[src/rtl/txstat_pkg.sv]
package txstat_pkg;

  typedef enum logic [2:0] {
    CL_IDLE,
    CL_REFUSED,
    CL_BURST,
    CL_RESERVED,
    CL_CNT,
    CL_STAT,
    CL_INFO
  } acc_class_e;

  localparam logic [1:0] SZ_WORD = 2'b10;

  localparam int ST_W   = 3;
  localparam int ST_REG = 0;
  localparam int ST_BUS = 1;
  localparam int ST_SRC = 2;

  // Order of precedence: source, burst, width, then address.
  function automatic acc_class_e classify(input logic valid, input logic src,
                                          input logic burst, input logic [1:0] size,
                                          input logic is_cnt, input logic is_stat,
                                          input logic is_info);
    if (!valid)                 return CL_IDLE;
    else if (src)               return CL_REFUSED;
    else if (burst)             return CL_BURST;
    else if (size != SZ_WORD)   return CL_RESERVED;
    else if (is_cnt)            return CL_CNT;
    else if (is_stat)           return CL_STAT;
    else if (is_info)           return CL_INFO;
    else                        return CL_RESERVED;
  endfunction

endpackage

[src/rtl/txstat_decode.sv]
module txstat_decode
  import txstat_pkg::*;
#(
  parameter int ADDR_W  = 5,
  parameter int NUM_CNT = 15
) (
  input  logic              req_valid,
  input  logic              req_src,
  input  logic              req_burst,
  input  logic [1:0]        req_size,
  input  logic [ADDR_W-1:0] req_addr,
  output acc_class_e        acc_class
);
  localparam logic [ADDR_W-1:0] STAT_OFF = ADDR_W'(NUM_CNT);
  localparam logic [ADDR_W-1:0] INFO_OFF = ADDR_W'(NUM_CNT + 1);

  logic is_cnt, is_stat, is_info;

  always_comb begin
    is_cnt    = req_addr < STAT_OFF;
    is_stat   = req_addr == STAT_OFF;
    is_info   = req_addr == INFO_OFF;
    acc_class = classify(req_valid, req_src, req_burst, req_size,
                         is_cnt, is_stat, is_info);
  end
endmodule

[src/rtl/txstat_counter.sv]
module txstat_counter #(
  parameter int CNT_W = 32
) (
  input  logic             clk,
  input  logic             rst_n,
  input  logic             wr_en,
  input  logic [CNT_W-1:0] wr_val,
  input  logic             inc,
  output logic [CNT_W-1:0] value
);
  // Write has priority; increment wraps naturally at all ones.
  function automatic logic [CNT_W-1:0] next_count(input logic [CNT_W-1:0] cur,
                                                  input logic w, input logic [CNT_W-1:0] wv,
                                                  input logic i);
    if (w)      return wv;
    else if (i) return cur + CNT_W'(1);
    else        return cur;
  endfunction

  always_ff @(posedge clk or negedge rst_n) begin
    if (!rst_n) value <= '0;
    else        value <= next_count(value, wr_en, wr_val, inc);
  end
endmodule

[src/rtl/txstat_status.sv]
module txstat_status #(
  parameter int W = 3
) (
  input  logic         clk,
  input  logic         rst_n,
  input  logic [W-1:0] set_mask,
  input  logic [W-1:0] clr_mask,
  output logic [W-1:0] bits
);
  always_ff @(posedge clk or negedge rst_n) begin
    if (!rst_n) bits <= '0;
    else        bits <= (bits & ~clr_mask) | set_mask;
  end
endmodule

[src/rtl/txstat_regs.sv]
module txstat_regs
  import txstat_pkg::*;
#(
  parameter int NUM_CNT = 15,
  parameter int ADDR_W  = 5,
  parameter int CNT_W   = 32
) (
  input  logic               clk,
  input  logic               rst_n,
  input  logic               req_valid,
  input  logic               req_write,
  input  logic [ADDR_W-1:0]  req_addr,
  input  logic [1:0]         req_size,
  input  logic               req_burst,
  input  logic               req_src,
  input  logic [31:0]        req_wdata,
  input  logic [NUM_CNT-1:0] evt_inc,
  output logic               rsp_valid,
  output logic [31:0]        rsp_rdata,
  output logic               rsp_derr,
  output logic               nmi
);
  localparam logic [31:0] INFO_VAL = 32'(NUM_CNT);

  acc_class_e                 acc_class;
  logic [NUM_CNT-1:0]         cnt_sel;
  logic [NUM_CNT-1:0]         cnt_wr_hit;
  logic [NUM_CNT*CNT_W-1:0]   cnt_flat;
  logic [ST_W-1:0]            err_set;
  logic [ST_W-1:0]            stat_clr;
  logic [ST_W-1:0]            stat_bits;
  logic [31:0]                rd_mux;
  logic                       rd_derr;

  txstat_decode #(.ADDR_W(ADDR_W), .NUM_CNT(NUM_CNT)) u_dec (
    .req_valid (req_valid),
    .req_src   (req_src),
    .req_burst (req_burst),
    .req_size  (req_size),
    .req_addr  (req_addr),
    .acc_class (acc_class)
  );

  for (genvar k = 0; k < NUM_CNT; k++) begin : g_cnt
    assign cnt_sel[k]    = (acc_class == CL_CNT) && (req_addr == ADDR_W'(k));
    assign cnt_wr_hit[k] = cnt_sel[k] && req_write;

    txstat_counter #(.CNT_W(CNT_W)) u_cnt (
      .clk    (clk),
      .rst_n  (rst_n),
      .wr_en  (cnt_wr_hit[k]),
      .wr_val (req_wdata[CNT_W-1:0]),
      .inc    (evt_inc[k]),
      .value  (cnt_flat[k*CNT_W +: CNT_W])
    );
  end

  always_comb begin
    err_set          = '0;
    err_set[ST_REG]  = acc_class == CL_BURST;
    err_set[ST_BUS]  = acc_class == CL_RESERVED;
    err_set[ST_SRC]  = acc_class == CL_REFUSED;
    stat_clr         = (acc_class == CL_STAT && req_write) ? req_wdata[ST_W-1:0] : '0;
  end

  txstat_status #(.W(ST_W)) u_stat (
    .clk      (clk),
    .rst_n    (rst_n),
    .set_mask (err_set),
    .clr_mask (stat_clr),
    .bits     (stat_bits)
  );

  always_comb begin
    rd_mux = '0;
    for (int k = 0; k < NUM_CNT; k++)
      if (cnt_sel[k]) rd_mux = rd_mux | 32'(cnt_flat[k*CNT_W +: CNT_W]);
    if (acc_class == CL_STAT) rd_mux = 32'(stat_bits);
    if (acc_class == CL_INFO) rd_mux = INFO_VAL;
    rd_derr = (acc_class == CL_RESERVED) || (acc_class == CL_REFUSED);
  end

  always_ff @(posedge clk or negedge rst_n) begin
    if (!rst_n) begin
      rsp_valid <= 1'b0;
      rsp_rdata <= '0;
      rsp_derr  <= 1'b0;
    end else begin
      rsp_valid <= req_valid;
      rsp_rdata <= (req_valid && !req_write) ? rd_mux : '0;
      rsp_derr  <= req_valid && !req_write && rd_derr;
    end
  end

  assign nmi = stat_bits[ST_REG];
endmodule

[config.mk]
export PLATFORM = sky130hd
export DESIGN_NAME = txstat_regs
export DESIGN_NICKNAME = d
export VERILOG_FILES = /design/src/rtl/txstat_pkg.sv /design/src/rtl/txstat_decode.sv /design/src/rtl/txstat_counter.sv /design/src/rtl/txstat_status.sv /design/src/rtl/txstat_regs.sv
export SDC_FILE = /design/constraint.sdc
export NUM_CORES = 2
export LEC_CHECK = 0
export BUFFER_PORTS_ARGS = -buffer_cell sky130_fd_sc_hd__buf_2
export CORE_MARGIN = 1.5
export CORE_UTILIZATION = 51
export DETAILED_ROUTE_END_ITERATION = 6
export PLACE_DENSITY = 0.71
export SLEW_MARGIN = 25
export SYNTH_ARGS = -nofsm -noshare
export SYNTH_HDL_FRONTEND = slang
export SYNTH_SLANG_ARGS = --single-unit
export TNS_END_PERCENT = 100
[constraint.sdc]
create_clock -name clk -period 3.5 [get_ports clk]
set_input_delay 0.35 -clock clk [delete_from_list [all_inputs] [get_ports clk]]
set_output_delay 0.35 -clock clk [all_outputs]
set_load 0.005 [all_outputs]
* Word-level counts from Yosys, hierarchy flattened
Cells that the tools add are included.
Storage, ports and cells: register bits after elaboration 517, bits of input ports 60, output and inout bits 35
Cells by class: add/sub/neg operators 15, $lt $le $gt $ge 1, eq/ne operators 23, multiplexer cells 56, bitwise logic cells 17, reduce and logical (&&, ||, !) cells 51
Operators with widths (number):
- 32-bit two-way mux | 48
- 32-bit by 1-bit adder with 32-bit output, second input constant | 15
- 32-bit OR | 14
- 5-bit by 4-bit equality test with 1-bit output, second input constant | 8
- 1-bit logical AND | 33
- 2-bit nonzero test | 15
- 3-bit two-way mux | 8
- 5-bit by 3-bit equality test with 1-bit output, second input constant | 4
- 5-bit by 2-bit equality test with 1-bit output, second input constant | 2
- 3-bit equality test, second input constant | 3
- 3-bit by 2-bit equality test with 1-bit output, second input constant | 2
- 5-bit by 1-bit equality test with 1-bit output, second input constant | 1
- 5-bit equality test, second input constant | 1
- 5-bit zero test | 1
- 5-bit by 4-bit less-than comparator with 1-bit output, second input constant | 1
- 3-bit AND | 1
- 3-bit by 1-bit equality test with 1-bit output, second input constant | 1
- 3-bit NOT | 1
- 3-bit OR | 1
- 2-bit inequality test, second input constant | 1
- 1-bit zero test | 1
- 1-bit logical OR | 1

* Depth between registers and ports, before layout
depth after elaboration 42, depth in mapped cells 10, gate-level depth less buffers 6

* By module
Synthesis repeated with hierarchy kept, for this count alone.
Second synthesis, totals: cells, all modules 4063, area, all modules 35226.3 µm²
Modules (own cells, without submodules):
- txstat_counter | instances 15, cells each 219, area each 1966.9 µm²
- txstat_regs | instances 1, cells each 758, area each 5527.8 µm²
- txstat_status | instances 1, cells each 9, area each 108.9 µm²
- txstat_decode | instances 1, cells each 11, area each 86.3 µm²

* Least setup slack after synthesis
Ideal clock, no wire load.
path kind input to register, start point input req_addr[1], end point register rsp_rdata[19], setup time 0.131 ns, arrival time 2.049 ns, data required time 3.369 ns, setup slack 1.320 ns, cell stages on the path 9, buffers on the path 4, cell sequence buf_2 buf_2 buf_2 buf_2 mux2_2 a22oi_1 nor2_1 a2111oi_0 o21ai_1
Between the ends: longest elaborated chain between the ends 42
Ends and longest elaborated chain:
- start: declaration | RTL line txstat_regs.sv:12 | input logic [ADDR_W-1:0] req_addr,
- 5-bit equality test | RTL line txstat_decode.sv:22 | is_info = req_addr == INFO_OFF;
- 3-bit two-way mux | RTL line txstat_pkg.sv:31 | else if (is_info) return CL_INFO;
- 3-bit two-way mux | RTL line txstat_pkg.sv:30 | else if (is_stat) return CL_STAT;
- 3-bit two-way mux | RTL line txstat_pkg.sv:29 | else if (is_cnt) return CL_CNT;
- 3-bit two-way mux | RTL line txstat_pkg.sv:28 | else if (size != SZ_WORD) return CL_RESERVED;
- 3-bit two-way mux | RTL line txstat_pkg.sv:27 | else if (burst) return CL_BURST;
- 3-bit two-way mux | RTL line txstat_pkg.sv:26 | else if (src) return CL_REFUSED;
- 3-bit two-way mux | RTL line txstat_pkg.sv:25 | if (!valid) return CL_IDLE;
- (+26 left out)
- 32-bit two-way mux | RTL line txstat_regs.sv:77 | if (cnt_sel[k]) rd_mux = rd_mux | 32'(cnt_flat[k*CNT_W +: CNT_W]);
- 32-bit OR | RTL line txstat_regs.sv:77
- 32-bit two-way mux | RTL line txstat_regs.sv:77
- 32-bit OR | RTL line txstat_regs.sv:77
- 32-bit two-way mux | RTL line txstat_regs.sv:77
- 32-bit two-way mux | RTL line txstat_regs.sv:78 | if (acc_class == CL_STAT) rd_mux = 32'(stat_bits);
- 32-bit two-way mux * | RTL line txstat_regs.sv:79 | if (acc_class == CL_INFO) rd_mux = INFO_VAL;
- 32-bit two-way mux * | RTL line txstat_regs.sv:90 | rsp_rdata <= (req_valid && !req_write) ? rd_mux : '0;
- end signal: assignment | RTL line txstat_regs.sv:90
- end: declaration | RTL line txstat_regs.sv:19 | output logic [31:0] rsp_rdata,
Mark *: on every way between the ends. The rest lies on a longest branch, timed or not. A chain may end at the register's enable or synchronous reset.

* Worst setup path in the final report
start point input req_valid, end point register g_cnt[11].u_cnt.value[8]
Between the ends: longest elaborated chain between the ends 5
Ends and longest elaborated chain:
- start: declaration | RTL line txstat_regs.sv:10 | input logic req_valid,
- 3-bit two-way mux * | RTL line txstat_pkg.sv:25
- 3-bit equality test * | RTL line txstat_regs.sv:45 | assign cnt_sel[k] = (acc_class == CL_CNT) && (req_addr == ADDR_W'(k));
- 1-bit logical AND * | RTL line txstat_regs.sv:45
- 1-bit logical AND * | RTL line txstat_regs.sv:46 | assign cnt_wr_hit[k] = cnt_sel[k] && req_write;
- 32-bit two-way mux or 2-bit nonzero test (tied branches)
- end signal: assignment | RTL line txstat_counter.sv:22 | else value <= next_count(value, wr_en, wr_val, inc);
- end: declaration | RTL line txstat_counter.sv:9 | output logic [CNT_W-1:0] value
Marked as above.

==> results.md <==
* Status: finished, violations left
* Violated checks: DRC
* Yosys warning count at 0
* Register area share after synthesis at 40.2%
* Post-synth top area cell: dfrtp_1
* Crit path cell chain: dlygate4sd3_1 > buf_2 > or4b_4 > nor4_4 > nand2_4 > nor2_1 > a21oi_1
* Hold Startpoint: req_src
* Detail Route Antenna Nets at 0
* Max Root-Sink Buffers at 3
* RR Startpoint: g_cnt[0].u_cnt.value[9]
* Design area at 35800 um^2
* Avg Synthesized Cell Area at 8.63 um^2
* M1 wire length at 62000 um
* Vias per std cell at 6.81
* Int Pwr at 11.9 mW
* Top-level port count at 95
* Final HPWL DP at 113000 um
* CTS tree: built
* R2r setup slk at 0.88 ns
* WL met2 at 63100 um
* Worst-path fanout max at 64
* Top-count cell post-synth: nor2_1
* Post-layout util at 57.7%
* Top sig layer: met5
* Peak per-stage delay on the critical path at 0.74 ns
* Req. time, crit path at 3.99 ns
* Power Density at 501 nW/um^2
* Hold Path Class: in -> reg
* FF+latch count, synth at 517
* Cell count after synthesis at 3725
* Syn_nets at 3800
* Worst Reg-to-Reg Cells at 5
* Minimum clock period at 2.78 ns
* DRT iter0 DRCs at 5150
* Filler cells at 5574
* Hold WS at 0.0611 ns
* Final Setup Violations at 0
* Area growth from synthesis to layout at 11.3%
* DR vias at 31500
* Synth area leaders: dfrtp_1 (40%), xnor2_1 (7.7%), a21oi_1 (7.1%), nor2_1 (6.2%), xor2_1 (4.4%)
* Met3 WL at 20300 um
* Slowest cell on crit path: nor4_4
* Worst-Margin Slew at 1.09 ns
* Final nets at 3815
* Final Cycle Share at 79.5%
* Clock sink total at 517
* CP startpoint: req_valid
* Setup TNS at 0 ns
* Number of synthesized flops with an enable pin at 0
* Mapped Area at 32200 um^2
* Clk pwr share at 38.3%
* Initial antenna violation count at 15
* Combinational group share of total power at 16.1%
* Post-synth top area share at 40.2%
* Slew Limit Fails at 0
* Hold Path End: rsp_derr
* Crit. End Element: flip-flop
* RSZ-0062 raised after global routing: no
* R2r endpoint: g_cnt[0].u_cnt.value[28]
* Placed Area at 33600 um^2
* Worst EP arrival at 3.27 ns
* Max-cap violations at 0
* Latest clock arrival within the worst-skew pair at 0.64 ns
* P_leak at 14.5 nW
* # rows at 91
* Synth top cells by count: nor2_1 (534), dfrtp_1 (517), a21oi_1 (453), xnor2_1 (283), nand2_1 (184)
* Final WL at 157000 um
* Library cells used by synthesis at 84
* Final hold vios at 0
* Number of global-route vias before repair at 28400
* Multi-input logic area at 17900 um^2
* Max H-tree Level at 2
* Register area at 12900 um^2
* Layout cells sized above 1 at 11.8%
* Cts repair resizes at 0
* Delay-heaviest family, CP: simple AND/OR/NAND/NOR gates
* Crit Path Class: in -> reg
* Chip Height at 254 um
* # Post-CTS Setup Buffers at 0
* Max_slew headroom at 27.5%
* Detailed Routing Iterations Pass 1 at 7
* Gpl congestion at 1.09
* Largest net degree at the start of global routing at 87
* Die area at 64600 um^2
* Initial core utilization at 51.8%
* Maximum clock frequency at 360 MHz
* Top_reg_cell synth: dfrtp_1
* Core area at 62100 um^2
* Clock skew at 0.0248 ns
* Clock transition at path regs at 0.06 ns
* Sequential share of power at 45.6%
* Switching Power at 6.01 mW
* Async set-or-reset flop fraction in the synthesized netlist at 100%
* Drt drc at 3
* Hold path depth at 3
* Total power of the final layout at 17.9 mW
* Worst vdd ir at 0.000543 V
* Root Driver: clkbuf_16
* CP Launch Type: input port
* Overflow after GRT at 0
* Clock buffer count from CTS at 59
* Port bufs at 94
* Hold buffers post-CTS at 2
* CP Buf/Inv Count at 2
* Avg WL per Cell at 33.8 um
* First-pass GRT wire length at 217000 um
* Total track usage at 48.1%
* Die width at 254 um
* Switching Share at 33.6%
==> cell usage in the layout, fill, tap and decap left out, types with 17 or more instances in the layout <==
master     Yosys  routed
a21oi_1      453     453
a21oi_2       32      32
a22o_1        32      32
a22oi_1       68      68
a31oi_1       39      39
a32oi_1       17      17
and2_1        29      29
and3_1        95      95
and4_1        51      51
buf_2         57      91
buf_4          4     109
clkbuf_16      0      60
dfrtp_1      517     517
inv_1         51      51
mux2_2        24      24
mux2i_1       50      50
nand2_1      184     178
nand3_1      172     172
nand4_1      148     148
nor2_1       534     534
nor2_2        28      28
nor3_1        99      99
nor4_1       106     106
o21ai_0       31      31
or3_1         18      18
xnor2_1      283     283
xor2_1       162     162
==> worst min-delay path, stage by stage <==
cell and delay [ns]:
buf_2 0.15, nor2_1 0.11, nor2_1 0.05
==> power groups by stage <==
stage,Clock (mW),Sequential (mW),Combinational [mW]
detailed placement,0,8.18,2.78
CTS,6.88,8.09,2.80
floorplan,0,7.40,1.86
global placement,0,8.18,2.72
finish,6.86,8.18,2.89
global route,7.09,8.18,3.05
==> area by class of cell <==
cell class	instances	area share (%)
clock buffer	81	4.75
tap	837	2.93
clock inverter	29	1.19
sequential	517	36.2
timing repair buffer	215	4.33
multi-input combinational	2895	50.0
antenna	8	0.0560
inverter	52	0.546
==> sequential cells by signal, indices dropped and copies added (netlist names) <==
signal / cells
u_stat.bits: 3
rsp_valid: 1
rsp_rdata: 32
g_cnt.u_cnt.value: 480
rsp_derr: 1
==> metal layers <==
layer	vias up	global-route usage (%)
met5	-	0
met4	12	28.7
met3	504	13.1
met2	2190	67.4
met1	15400	66.0
li1	13500	-
==> through the flow <==
| stage | cells | setup WS (ns) |
|---|---|---|
| after floorplan | 3725 | 1.32 |
| after global placement | 4514 | 0.522 |
| after detailed placement | 4514 | 0.447 |
| after CTS | 4626 | 0.841 |
| after global routing | 4626 | 0.641 |
| final | 4634 | 0.719 |
==> cell families (layout without fill, tap and decap cells) <==
family / after synthesis / after routing / synth area share (%)
flops: 517 / 517 / 40.2
buf+inv: 313 / 377 / 4.28
fa+ha+maj: 15 / 15 / 0.584
compound gates: 796 / 796 / 15.4
other cells: 0 / 8 / 0
simple gates: 1564 / 1564 / 24.9
mux: 75 / 75 / 2.47
xor+xnor: 445 / 445 / 12.1
==> worst max path at each step <==
stage                                    end  cells past startpoint  slack [ns]
floorplan                      rsp_rdata[19]                      9        1.32
global placement                rsp_rdata[6]                      7        0.52
detailed placement  g_cnt[11].u_cnt.value[8]                      6        0.45
CTS                 g_cnt[11].u_cnt.value[1]                      7        0.84
global route        g_cnt[11].u_cnt.value[1]                      7        0.64
finish              g_cnt[11].u_cnt.value[8]                      7        0.72
Power figures use the tool's default switching activity.
